--- config.mk ---
export PLATFORM = sky130hd
export DESIGN_NAME = spi_ee_front
export DESIGN_NICKNAME = d
export VERILOG_FILES = /design/src/rtl/spi_ee_pkg.sv /design/src/rtl/spi_pin_sync.sv /design/src/rtl/spi_op_decode.sv /design/src/rtl/spi_ee_front.sv
export SDC_FILE = /design/constraint.sdc
export NUM_CORES = 1
export LEC_CHECK = 0
export CAP_MARGIN = 20
export CORE_MARGIN = 5
export CORE_UTILIZATION = 30
export CTS_BUF_LIST = sky130_fd_sc_hd__clkbuf_4
export DETAILED_ROUTE_END_ITERATION = 10
export GPL_ROUTABILITY_DRIVEN = 0
export GPL_TIMING_DRIVEN = 1
export PLACE_DENSITY_LB_ADDON = 0.08
export SYNTH_ARGS = -nofsm -noshare
export SYNTH_HDL_FRONTEND = slang
export SYNTH_SLANG_ARGS = --single-unit
--- constraint.sdc ---
create_clock -name clk -period 2.6 [get_ports clk]
set_clock_uncertainty 0.2 [all_clocks]
set_input_delay 0.39 -clock clk [delete_from_list [all_inputs] [get_ports clk]]
set_output_delay 0.39 -clock clk [all_outputs]
set_load 0.05 [all_outputs]
--- src/rtl/spi_ee_pkg.sv ---
`timescale 1ns/1ps
package spi_ee_pkg;
    typedef enum logic [2:0] {
        OP_WREN, OP_WRDI, OP_RDSR, OP_WRSR, OP_READ, OP_WRITE, OP_BAD
    } op_e;

    typedef enum logic [2:0] {
        ST_IDLE, ST_OPC, ST_ADDR, ST_RDAT, ST_WDAT, ST_SRD, ST_SWR, ST_LOCK
    } st_e;

    typedef enum logic [1:0] {
        CMD_WREN = 2'd0, CMD_WRDI = 2'd1, CMD_WRSR = 2'd2
    } cmd_e;
endpackage

--- src/rtl/spi_pin_sync.sv ---
`timescale 1ns/1ps
module spi_pin_sync #(
    parameter int             W       = 4,
    parameter logic [W-1:0]   RST_VAL = '0
) (
    input  logic         clk,
    input  logic         rst_n,
    input  logic [W-1:0] d,
    output logic [W-1:0] q
);
    for (genvar i = 0; i < W; i++) begin : g_bit
        logic [1:0] ff;
        always_ff @(posedge clk or negedge rst_n) begin
            if (!rst_n) ff <= {2{RST_VAL[i]}};
            else        ff <= {ff[0], d[i]};
        end
        assign q[i] = ff[1];
    end
endmodule

--- src/rtl/spi_op_decode.sv ---
`timescale 1ns/1ps
module spi_op_decode
    import spi_ee_pkg::*;
(
    input  logic [7:0] code,
    output op_e        op
);
    always_comb begin
        op = OP_BAD;
        if (code[7:4] == 4'h0) begin
            unique case (code[2:0])
                3'b110:  op = OP_WREN;
                3'b100:  op = OP_WRDI;
                3'b101:  op = OP_RDSR;
                3'b001:  op = OP_WRSR;
                3'b011:  op = OP_READ;
                3'b010:  op = OP_WRITE;
                default: op = OP_BAD;
            endcase
        end
    end
endmodule

--- src/rtl/spi_ee_front.sv ---
`timescale 1ns/1ps
module spi_ee_front
    import spi_ee_pkg::*;
#(
    parameter  int DEPTH = 32768,
    localparam int AW    = $clog2(DEPTH)
) (
    input  logic          clk,
    input  logic          rst_n,
    input  logic          sck,
    input  logic          cs_n,
    input  logic          si,
    input  logic          hold_n,
    output logic          so_data,
    output logic          so_oe,
    input  logic          busy,
    input  logic          wr_grant,
    input  logic [7:0]    stat_in,
    output logic [AW-1:0] mem_addr,
    input  logic [7:0]    mem_rdata,
    output logic          mem_we,
    output logic [7:0]    mem_wdata,
    output logic          cmd_valid,
    output logic [1:0]    cmd_kind,
    output logic [7:0]    cmd_data,
    output logic          frame_end
);
    // synchronised pins: {hold_n, si, cs_n, sck}
    logic [3:0] syn;
    spi_pin_sync #(.W(4), .RST_VAL(4'b1010)) u_sync (
        .clk(clk), .rst_n(rst_n), .d({hold_n, si, cs_n, sck}), .q(syn)
    );
    logic s_sck, s_cs, s_si, s_hold;
    assign {s_hold, s_si, s_cs, s_sck} = syn;

    st_e          state_q, state_d;
    logic         sck_prev, cs_prev, held_q, so_live, rd_mode, hi_done;
    logic [2:0]   cnt_q;
    logic [7:0]   sh_q, hi_q, wdata_q, cdata_q;
    logic [AW-1:0] addr_q;
    logic         so_q, we_q, cval_q, fend_q;
    cmd_e         kind_q;

    logic sck_rise, sck_fall, cs_fall, cs_rise, active, bit_rise, bit_fall;
    logic byte_done, talk;
    logic [7:0] byte_in, tx_src;
    op_e  op;

    assign sck_rise  = s_sck & ~sck_prev;
    assign sck_fall  = ~s_sck & sck_prev;
    assign cs_fall   = ~s_cs & cs_prev;
    assign cs_rise   = s_cs & ~cs_prev;
    assign active    = ~s_cs & ~held_q & (state_q != ST_IDLE) & (state_q != ST_LOCK);
    assign bit_rise  = sck_rise & active;
    assign bit_fall  = sck_fall & active;
    assign byte_done = bit_rise & (cnt_q == 3'd7);
    assign byte_in   = {sh_q[6:0], s_si};
    assign talk      = (state_q == ST_RDAT) || (state_q == ST_SRD);
    assign tx_src    = (state_q == ST_SRD) ? stat_in : mem_rdata;

    spi_op_decode u_dec (.code(byte_in), .op(op));

    // next-state logic
    always_comb begin
        state_d = state_q;
        if (s_cs) begin
            state_d = ST_IDLE;
        end else if (cs_fall) begin
            state_d = ST_OPC;
        end else begin
            unique case (state_q)
                ST_OPC: if (byte_done) begin
                    if (op == OP_BAD || (busy && op != OP_RDSR)) state_d = ST_LOCK;
                    else if (op == OP_READ)  state_d = ST_ADDR;
                    else if (op == OP_WRITE) state_d = wr_grant ? ST_ADDR : ST_LOCK;
                    else if (op == OP_RDSR)  state_d = ST_SRD;
                    else if (op == OP_WRSR)  state_d = ST_SWR;
                    else                     state_d = ST_LOCK;
                end
                ST_ADDR: if (byte_done && hi_done) state_d = rd_mode ? ST_RDAT : ST_WDAT;
                ST_SWR:  if (byte_done) state_d = ST_LOCK;
                default: state_d = state_q;
            endcase
        end
    end

    always_ff @(posedge clk or negedge rst_n) begin
        if (!rst_n) state_q <= ST_IDLE;
        else        state_q <= state_d;
    end

    // datapath and outputs
    always_ff @(posedge clk or negedge rst_n) begin
        if (!rst_n) begin
            sck_prev <= 1'b0;  cs_prev <= 1'b1;  held_q <= 1'b0;
            so_live  <= 1'b0;  rd_mode <= 1'b0;  hi_done <= 1'b0;
            cnt_q    <= '0;    sh_q    <= '0;    hi_q    <= '0;
            addr_q   <= '0;    so_q    <= 1'b0;  we_q    <= 1'b0;
            wdata_q  <= '0;    cval_q  <= 1'b0;  kind_q  <= CMD_WREN;
            cdata_q  <= '0;    fend_q  <= 1'b0;
        end else begin
            sck_prev <= s_sck;
            cs_prev  <= s_cs;
            we_q     <= 1'b0;
            cval_q   <= 1'b0;
            fend_q   <= cs_rise;
            if (s_cs)        held_q <= 1'b0;
            else if (!s_sck) held_q <= ~s_hold;
            if (we_q) addr_q <= addr_q + 1'b1;
            if (cs_fall) begin
                cnt_q   <= '0;
                hi_done <= 1'b0;
                so_live <= 1'b0;
            end else begin
                if (bit_rise) begin
                    sh_q  <= byte_in;
                    cnt_q <= cnt_q + 1'b1;
                end
                if (byte_done) begin
                    unique case (state_q)
                        ST_OPC: begin
                            rd_mode <= (op == OP_READ);
                            if (!busy && (op == OP_WREN || op == OP_WRDI)) begin
                                cval_q <= 1'b1;
                                kind_q <= (op == OP_WREN) ? CMD_WREN : CMD_WRDI;
                            end
                        end
                        ST_ADDR: begin
                            if (!hi_done) begin
                                hi_q    <= byte_in;
                                hi_done <= 1'b1;
                            end else begin
                                addr_q <= AW'({hi_q, byte_in});
                            end
                        end
                        ST_RDAT: addr_q <= addr_q + 1'b1;
                        ST_WDAT: begin
                            we_q    <= 1'b1;
                            wdata_q <= byte_in;
                        end
                        ST_SWR: begin
                            cval_q  <= 1'b1;
                            kind_q  <= CMD_WRSR;
                            cdata_q <= byte_in;
                        end
                        default: ;
                    endcase
                end
                if (bit_fall && talk) begin
                    so_q    <= tx_src[~cnt_q];
                    so_live <= 1'b1;
                end
            end
        end
    end

    assign so_data   = so_q;
    assign so_oe     = so_live & talk & ~held_q & ~s_cs;
    assign mem_addr  = addr_q;
    assign mem_we    = we_q;
    assign mem_wdata = wdata_q;
    assign cmd_valid = cval_q;
    assign cmd_kind  = kind_q;
    assign cmd_data  = cdata_q;
    assign frame_end = fend_q;
endmodule

# Word-level counts from Yosys, hierarchy flattened

Cells that the tools add are included.

Shift-type cells: 0
$mul: 0
Magnitude comparators: 1
Eq/ne operators: 26
Div/mod/pow operators: 0
Reduce and logical (&&, ||, !) cells: 26
Muxes and demuxes: 42
Bitwise gates (word level): 22
Add/sub/neg operators: 2

Operators by type and width:

| cell                  | number |
|---|---|
| $mux 15               | 4 |
| $mux 3                | 13 |
| $eq 3x3->1 const B    | 10 |
| $pmux 15 s2           | 1 |
| $eq 3x2->1 const B    | 6 |
| $pmux 3 s6            | 1 |
| $mux 1                | 16 |
| $add 15x1->15 const B | 1 |
| $and 1x1->1           | 13 |
| $ne 4x3->1 const B    | 3 |
| $reduce_and 4->1      | 3 |
| $reduce_bool 2->1     | 5 |
| $eq 3x1->1 const B    | 3 |
| $pmux 3 s3            | 1 |
| $reduce_and 3->1      | 3 |
| $mux 8                | 1 |
| $not 1->1             | 8 |
| $reduce_and 2->1      | 3 |
| $reduce_bool 5->1     | 1 |
| $logic_and 1x1->1     | 4 |
| $logic_not 4->1       | 1 |
| $lt 3x4->1 const B    | 1 |
| $mux 2                | 2 |
| $ne 2x2->1 const B    | 2 |
| 11 further kinds      | 13 |

Latch bits: 0
Register bits after elaboration: 71
Output and inout bits: 38
ROM bits: 0
Memories: 0
Memory bits (writable): 0

# Longest topological paths before layout

Word-level depth: 13
Mapped depth: 7
Mapped depth without buffers: 7

# Hierarchy

Synthesis repeated with hierarchy kept, for this count alone.

Cell total of the unflattened synthesis: 329
Area, all modules: 3662.3 um^2

Modules (own cells, without submodules):

| module        | cells an instance | seq. area each (um^2) | area each (um^2) | instances |
|---|---|---|---|---|
| spi_ee_front  | 309               | 1577.8                | 3359.5           | 1 |
| spi_pin_sync  | 12                | 205.2                 | 235.2            | 1 |
| spi_op_decode | 8                 | 0.0                   | 67.6             | 1 |

# Least setup slack after synthesis

No wires, ideal clock.

Kind: reg2reg
From: reg addr_q[0] (netlist: mem_addr[0])
To: reg addr_q[12] (netlist: mem_addr[12])
Buffers on the path: 1
Arrival: 2.380 ns
Setup slack: -0.063 ns
Cell stages (with the launch flop): 8
Cells stage by stage: dfrtp_1 -> ha_1 -> and4_1 -> clkbuf_1 -> nand4_1 -> or4_1 -> and3_1 -> o21ai_0

Cells in the longest elaborated chain, start to end: 6

Ends and longest elaborated chain:

| what                     | RTL line                                 | source |
|---|---|---|
| start: declaration       | spi_ee_front.sv:40                       | `logic [AW-1:0] addr_q;` |
| start signal: assignment | spi_ee_front.sv:109                      | `if (we_q) addr_q <= addr_q + 1'b1;` |
| start signal: assignment | spi_ee_front.sv:133                      | `addr_q <= AW'({hi_q, byte_in});` |
| start signal: assignment | spi_ee_front.sv:136                      | `ST_RDAT: addr_q <= addr_q + 1'b1;` |
| $add 15x1->15 (*)        | spi_ee_front.sv:109, spi_ee_front.sv:136 |  |
| $mux 15                  | spi_ee_front.sv:109                      |  |
| $mux 15                  | spi_ee_front.sv:129                      | `if (!hi_done) begin` |
| $pmux 15 s2              | spi_ee_front.sv:120                      | `unique case (state_q)` |
| $mux 15                  | spi_ee_front.sv:119                      | `if (byte_done) begin` |
| $mux 15 (*)              | spi_ee_front.sv:110                      | `if (cs_fall) begin` |

Every way passes the cells marked *; elsewhere a longest branch is shown, timed or not.
A chain may end at the register's enable or synchronous reset.

# Worst setup path after layout

From: reg addr_q[5] (netlist: mem_addr[5])
To: out mem_addr[5]

RTL lines:

| what             | RTL line           | source |
|---|---|---|
| end: declaration | spi_ee_front.sv:19 | `output logic [AW-1:0] mem_addr,` |

No word-level cell between the ends.

==> metrics.md <==
| Metric | Value |
|---|---|
| Multi-input gate area | 0.00171 mm2 |
| VDD IR-drop max | roughly 200 uV |
| # setup viols final | 0 |
| Switching pwr | ~580 uW |
| Crit path max-delay family | buffers and inverters |
| Antenna Violating Nets Remaining | 0 |
| Synth area leader | dfrtp_1 |
| Crit path launch type | flip-flop |
| TritonCTS Buffers | 9 |
| FILL cells | about 1200 |
| Seq. cell area | 0.00179 mm2 |
| Post-synth net total | about 350 |
| Crit Path Max Fanout | 9 |
| Number of synthesized flops with an enable pin | 0 |
| Pleak | ~1.9 nW |
| Final Hold Viols | 0 |
| Layout cells sized above 1 | between 20 and 25% |
| Largest net degree at the start of global routing | 72 |
| CP endpoint kind | output port |
| Hold wc startpoint | hold_n |
| Arrival @ worst endpoint | around 1.9 ns |
| Mapped Cells | 320 |
| Ports | 62 |
| Worst path max stage delay | slightly below 0.9 ns |
| N_diodes | 0 |
| Clk pin slew, worst setup/hold paths | roughly 0.15 ns |
| Core area | approximately 0.012 mm2 |
| Max cap viols | 0 |
| Status | completed |
| Vias in the first global route | just under 3000 |
| Crit path required time | approximately 2.0 ns |
| Die footprint | between 0.01 and 0.015 mm2 |
| H-Tree Depth | 3 |
| Logic pwr share | 7.9% |
| RSZ-0062 raised after global routing | false |
| Hold Crit Class | primary input to flip-flop |
| YS warnings | 0 |
| Cell Count, Final, Fillers Out | ~550 |
| Die Wd | about 120 um |
| Drt wl/cell | approximately 17 um |
| Top FF cell, synth | dfrtp_1 |
| FP Rows | 40 |
| Grt ovf | 0 |
| Vias/cell | 5.25 |
| Clock Power Share | 36.4% |
| PD cells | about 450 mW/mm2 |
| Clock Latency Late Sink | 0.43 ns |
| Relative slew slack | roughly 65% |
| Pint | ~1.5 mW |
| Initial drt markers | ~130 |
| Crit path from | mem_addr[5] |
| Switch share | between 20% and 30% |
| Mapped cell area | 0.00359 mm2 |
| Nets | about 420 |
| Global router's overall resource usage | about 14% |
| Fmax | ~0.41 GHz |
| Post-synth ARST share | between 90% and 100% |
| Die Y | around 120 um |
| Yosys reg bits | 71 |
| Period minus WS final | around 2.4 ns |
| First-pass DRT Iterations | 4 |
| Slowest CP cell | clkdlybuf4s50_1 |
| Initial cell density of the core | between 30% and 40% |
| Clock Sinks | 71 |
| Clock Tree Buf Depth | 2 |
| Reg2reg start | cnt_q[1] |
| Bufs and invs on worst path | 1 |
| Seq/Total Area, Yosys | roughly half |
| Commonest non-fill, non-tap cells in the layout | 64 x dfrtp_1, 59 x clkdlybuf4s50_1, 32 x mux2_2 |
| DPL Wire Length | 6740 um |
| Initial antenna violation count | 0 |
| Distinct cells, synth | 50 |
| Flop pwr share | 55.7% |
| # DRC | 0 |
| Placed Cells | between 500 and 600 |
| Top cells by area, synth | dfrtp_1 46%, mux2_2 10%, dfstp_2 3.7%, xor2_1 3.2%, mux4_2 3.1% |
| IO Port Bufs | 61 |
| Avg Cell Area, Syn | approximately 11 um2 |
| First-pass GRT wire length | between 15000 and 20000 um |
| Commonest non-fill, non-tap cell in the layout | dfrtp_1 |
| Root Buffer | clkbuf_4 |
| Synthesis-to-layout area growth | 29.8% |
| Worst setup path class | flip-flop to output port |
| Max-slew violation count | 0 |
| Routed via count | around 2900 |
| Post-synth top area share | between 40% and 50% |
| Worst path cell trace | clkdlybuf4s50_1 |
| Setup tns final | 0 ns |
| Tcrit/Tclk final | a little over nine tenths |
| Post-CTS Setup Bufs | 0 |
| Wirelength, routed | approximately 9600 um |
| Measured slew at the worst slew-check pin | just over 0.5 ns |
| CTS tree | yes |
[path summary, 6_finish.rpt]
path                                    endpoint  slack, ns  depth (start not counted)
max reg2reg                          cmd_data[0]       0.17                          8
max in group asynchronous  u_sync.g_bit[3].ff[1]       1.57                          3
max                                  mem_addr[5]       0.16                          1
min reg2reg                u_sync.g_bit[2].ff[1]       0.16                          0
min in group asynchronous              frame_end       0.31                          3
min                        u_sync.g_bit[3].ff[0]       0.16                          1
[power groups by stage]
| stage | sequential (mW) | clock, mW | combinational [mW] |
|---|---|---|---|
| after detailed placement | 1.19 | 0 | 0.169 |
| after global routing | 1.17 | 0.828 | 0.184 |
| after floorplan | 1.18 | 0 | 0.0758 |
| after CTS | 1.17 | 0.787 | 0.171 |
| after global placement | 1.19 | 0 | 0.168 |
| final | 1.17 | 0.764 | 0.165 |
[registers in the layout (all words and copies together), names as in the netlist]
| register | cells |
|---|---|
| cmd_data | 8 |
| cmd_kind | 2 |
| cmd_valid | 1 |
| cnt_q | 3 |
| cs_prev | 1 |
| frame_end | 1 |
| held_q | 1 |
| hi_done | 1 |
| hi_q | 7 |
| mem_addr | 15 |
| mem_wdata | 8 |
| mem_we | 1 |
| rd_mode | 1 |
| sck_prev | 1 |
| sh_q | 7 |
| so_data | 1 |
| so_live | 1 |
| state_q | 3 |
| u_sync.g_bit.ff | 8 |
[worst register-to-register path: stages, from the launching register on]
cell and delay [ns]:
dfrtp_1 0.41, ha_1 0.17, ha_2 0.21, nand2_1 0.09, or3_1 0.46, buf_4 0.19, nor2_2 0.14, buf_12 0.14
mux2_2 0.32
[synthesized netlist by cell type, types with 5 or more instances]
cell type,instances
a21oi_1,11
a22oi_1,10
clkbuf_1,16
dfrtp_1,66
dfstp_2,5
inv_1,6
mux2_2,32
mux4_2,5
nand2_1,14
nand3_1,13
nand4_1,6
nor2_1,22
nor3_1,8
o21ai_0,12
o22ai_1,12
xnor2_1,8
xor2_1,13
[layout make-up]
type                    instances  area share (%)
flip-flops and latches         71            38.3
well taps                     147            3.95
clock inverters                 7            1.66
clock buffers                   9            1.45
inverters                       6           0.483
multi-input cells             224            36.7
repair buffers                 84            17.5
[cell families after synthesis]
kind of cell / after synthesis / share of synthesized area, %
mux: 41 / 14.3
xor+xnor: 21 / 5.12
simple gates: 98 / 15.9
compound gates: 61 / 11.1
flops: 71 / 49.6
buf+inv: 25 / 2.86
fa+ha+maj: 3 / 1.05
[layer usage]
layer / share of wire [%] / GRT usage, % / vias up / routed length, um
li1: - / - / 1341 / -
met1: 47 / 18.6 / 1473 / 4520
met2: 48 / 22.0 / 55 / 4580
met3: 3.8 / 3.32 / 6 / 367
met4: 1.1 / 3.87 / 0 / 102
met5: 0 / 0 / - / 0
[repair_timing]
action	CTS	global route
hold buffers	1	0
setup endpoints to repair	0	4
hold endpoints to repair	66	0
resized for setup	0	1
[per-stage QoR]
step	util [%]	worst slack (ns)	hold WS, ns	instance area (um2)	power, mW
2_1_floorplan	-	0.00682	-0.106	3590	1.25
3_3_place_gp	38.0	0.158	0.133	4500	1.36
3_5_place_dp	38.0	0.169	0.136	4500	1.36
4_1_cts	39.3	0.116	0.129	4660	2.13
5_1_grt	39.3	0.00892	0.125	4660	2.19
6_report	39.3	0.156	0.158	4660	2.10
Power figures use the tool's default switching activity.
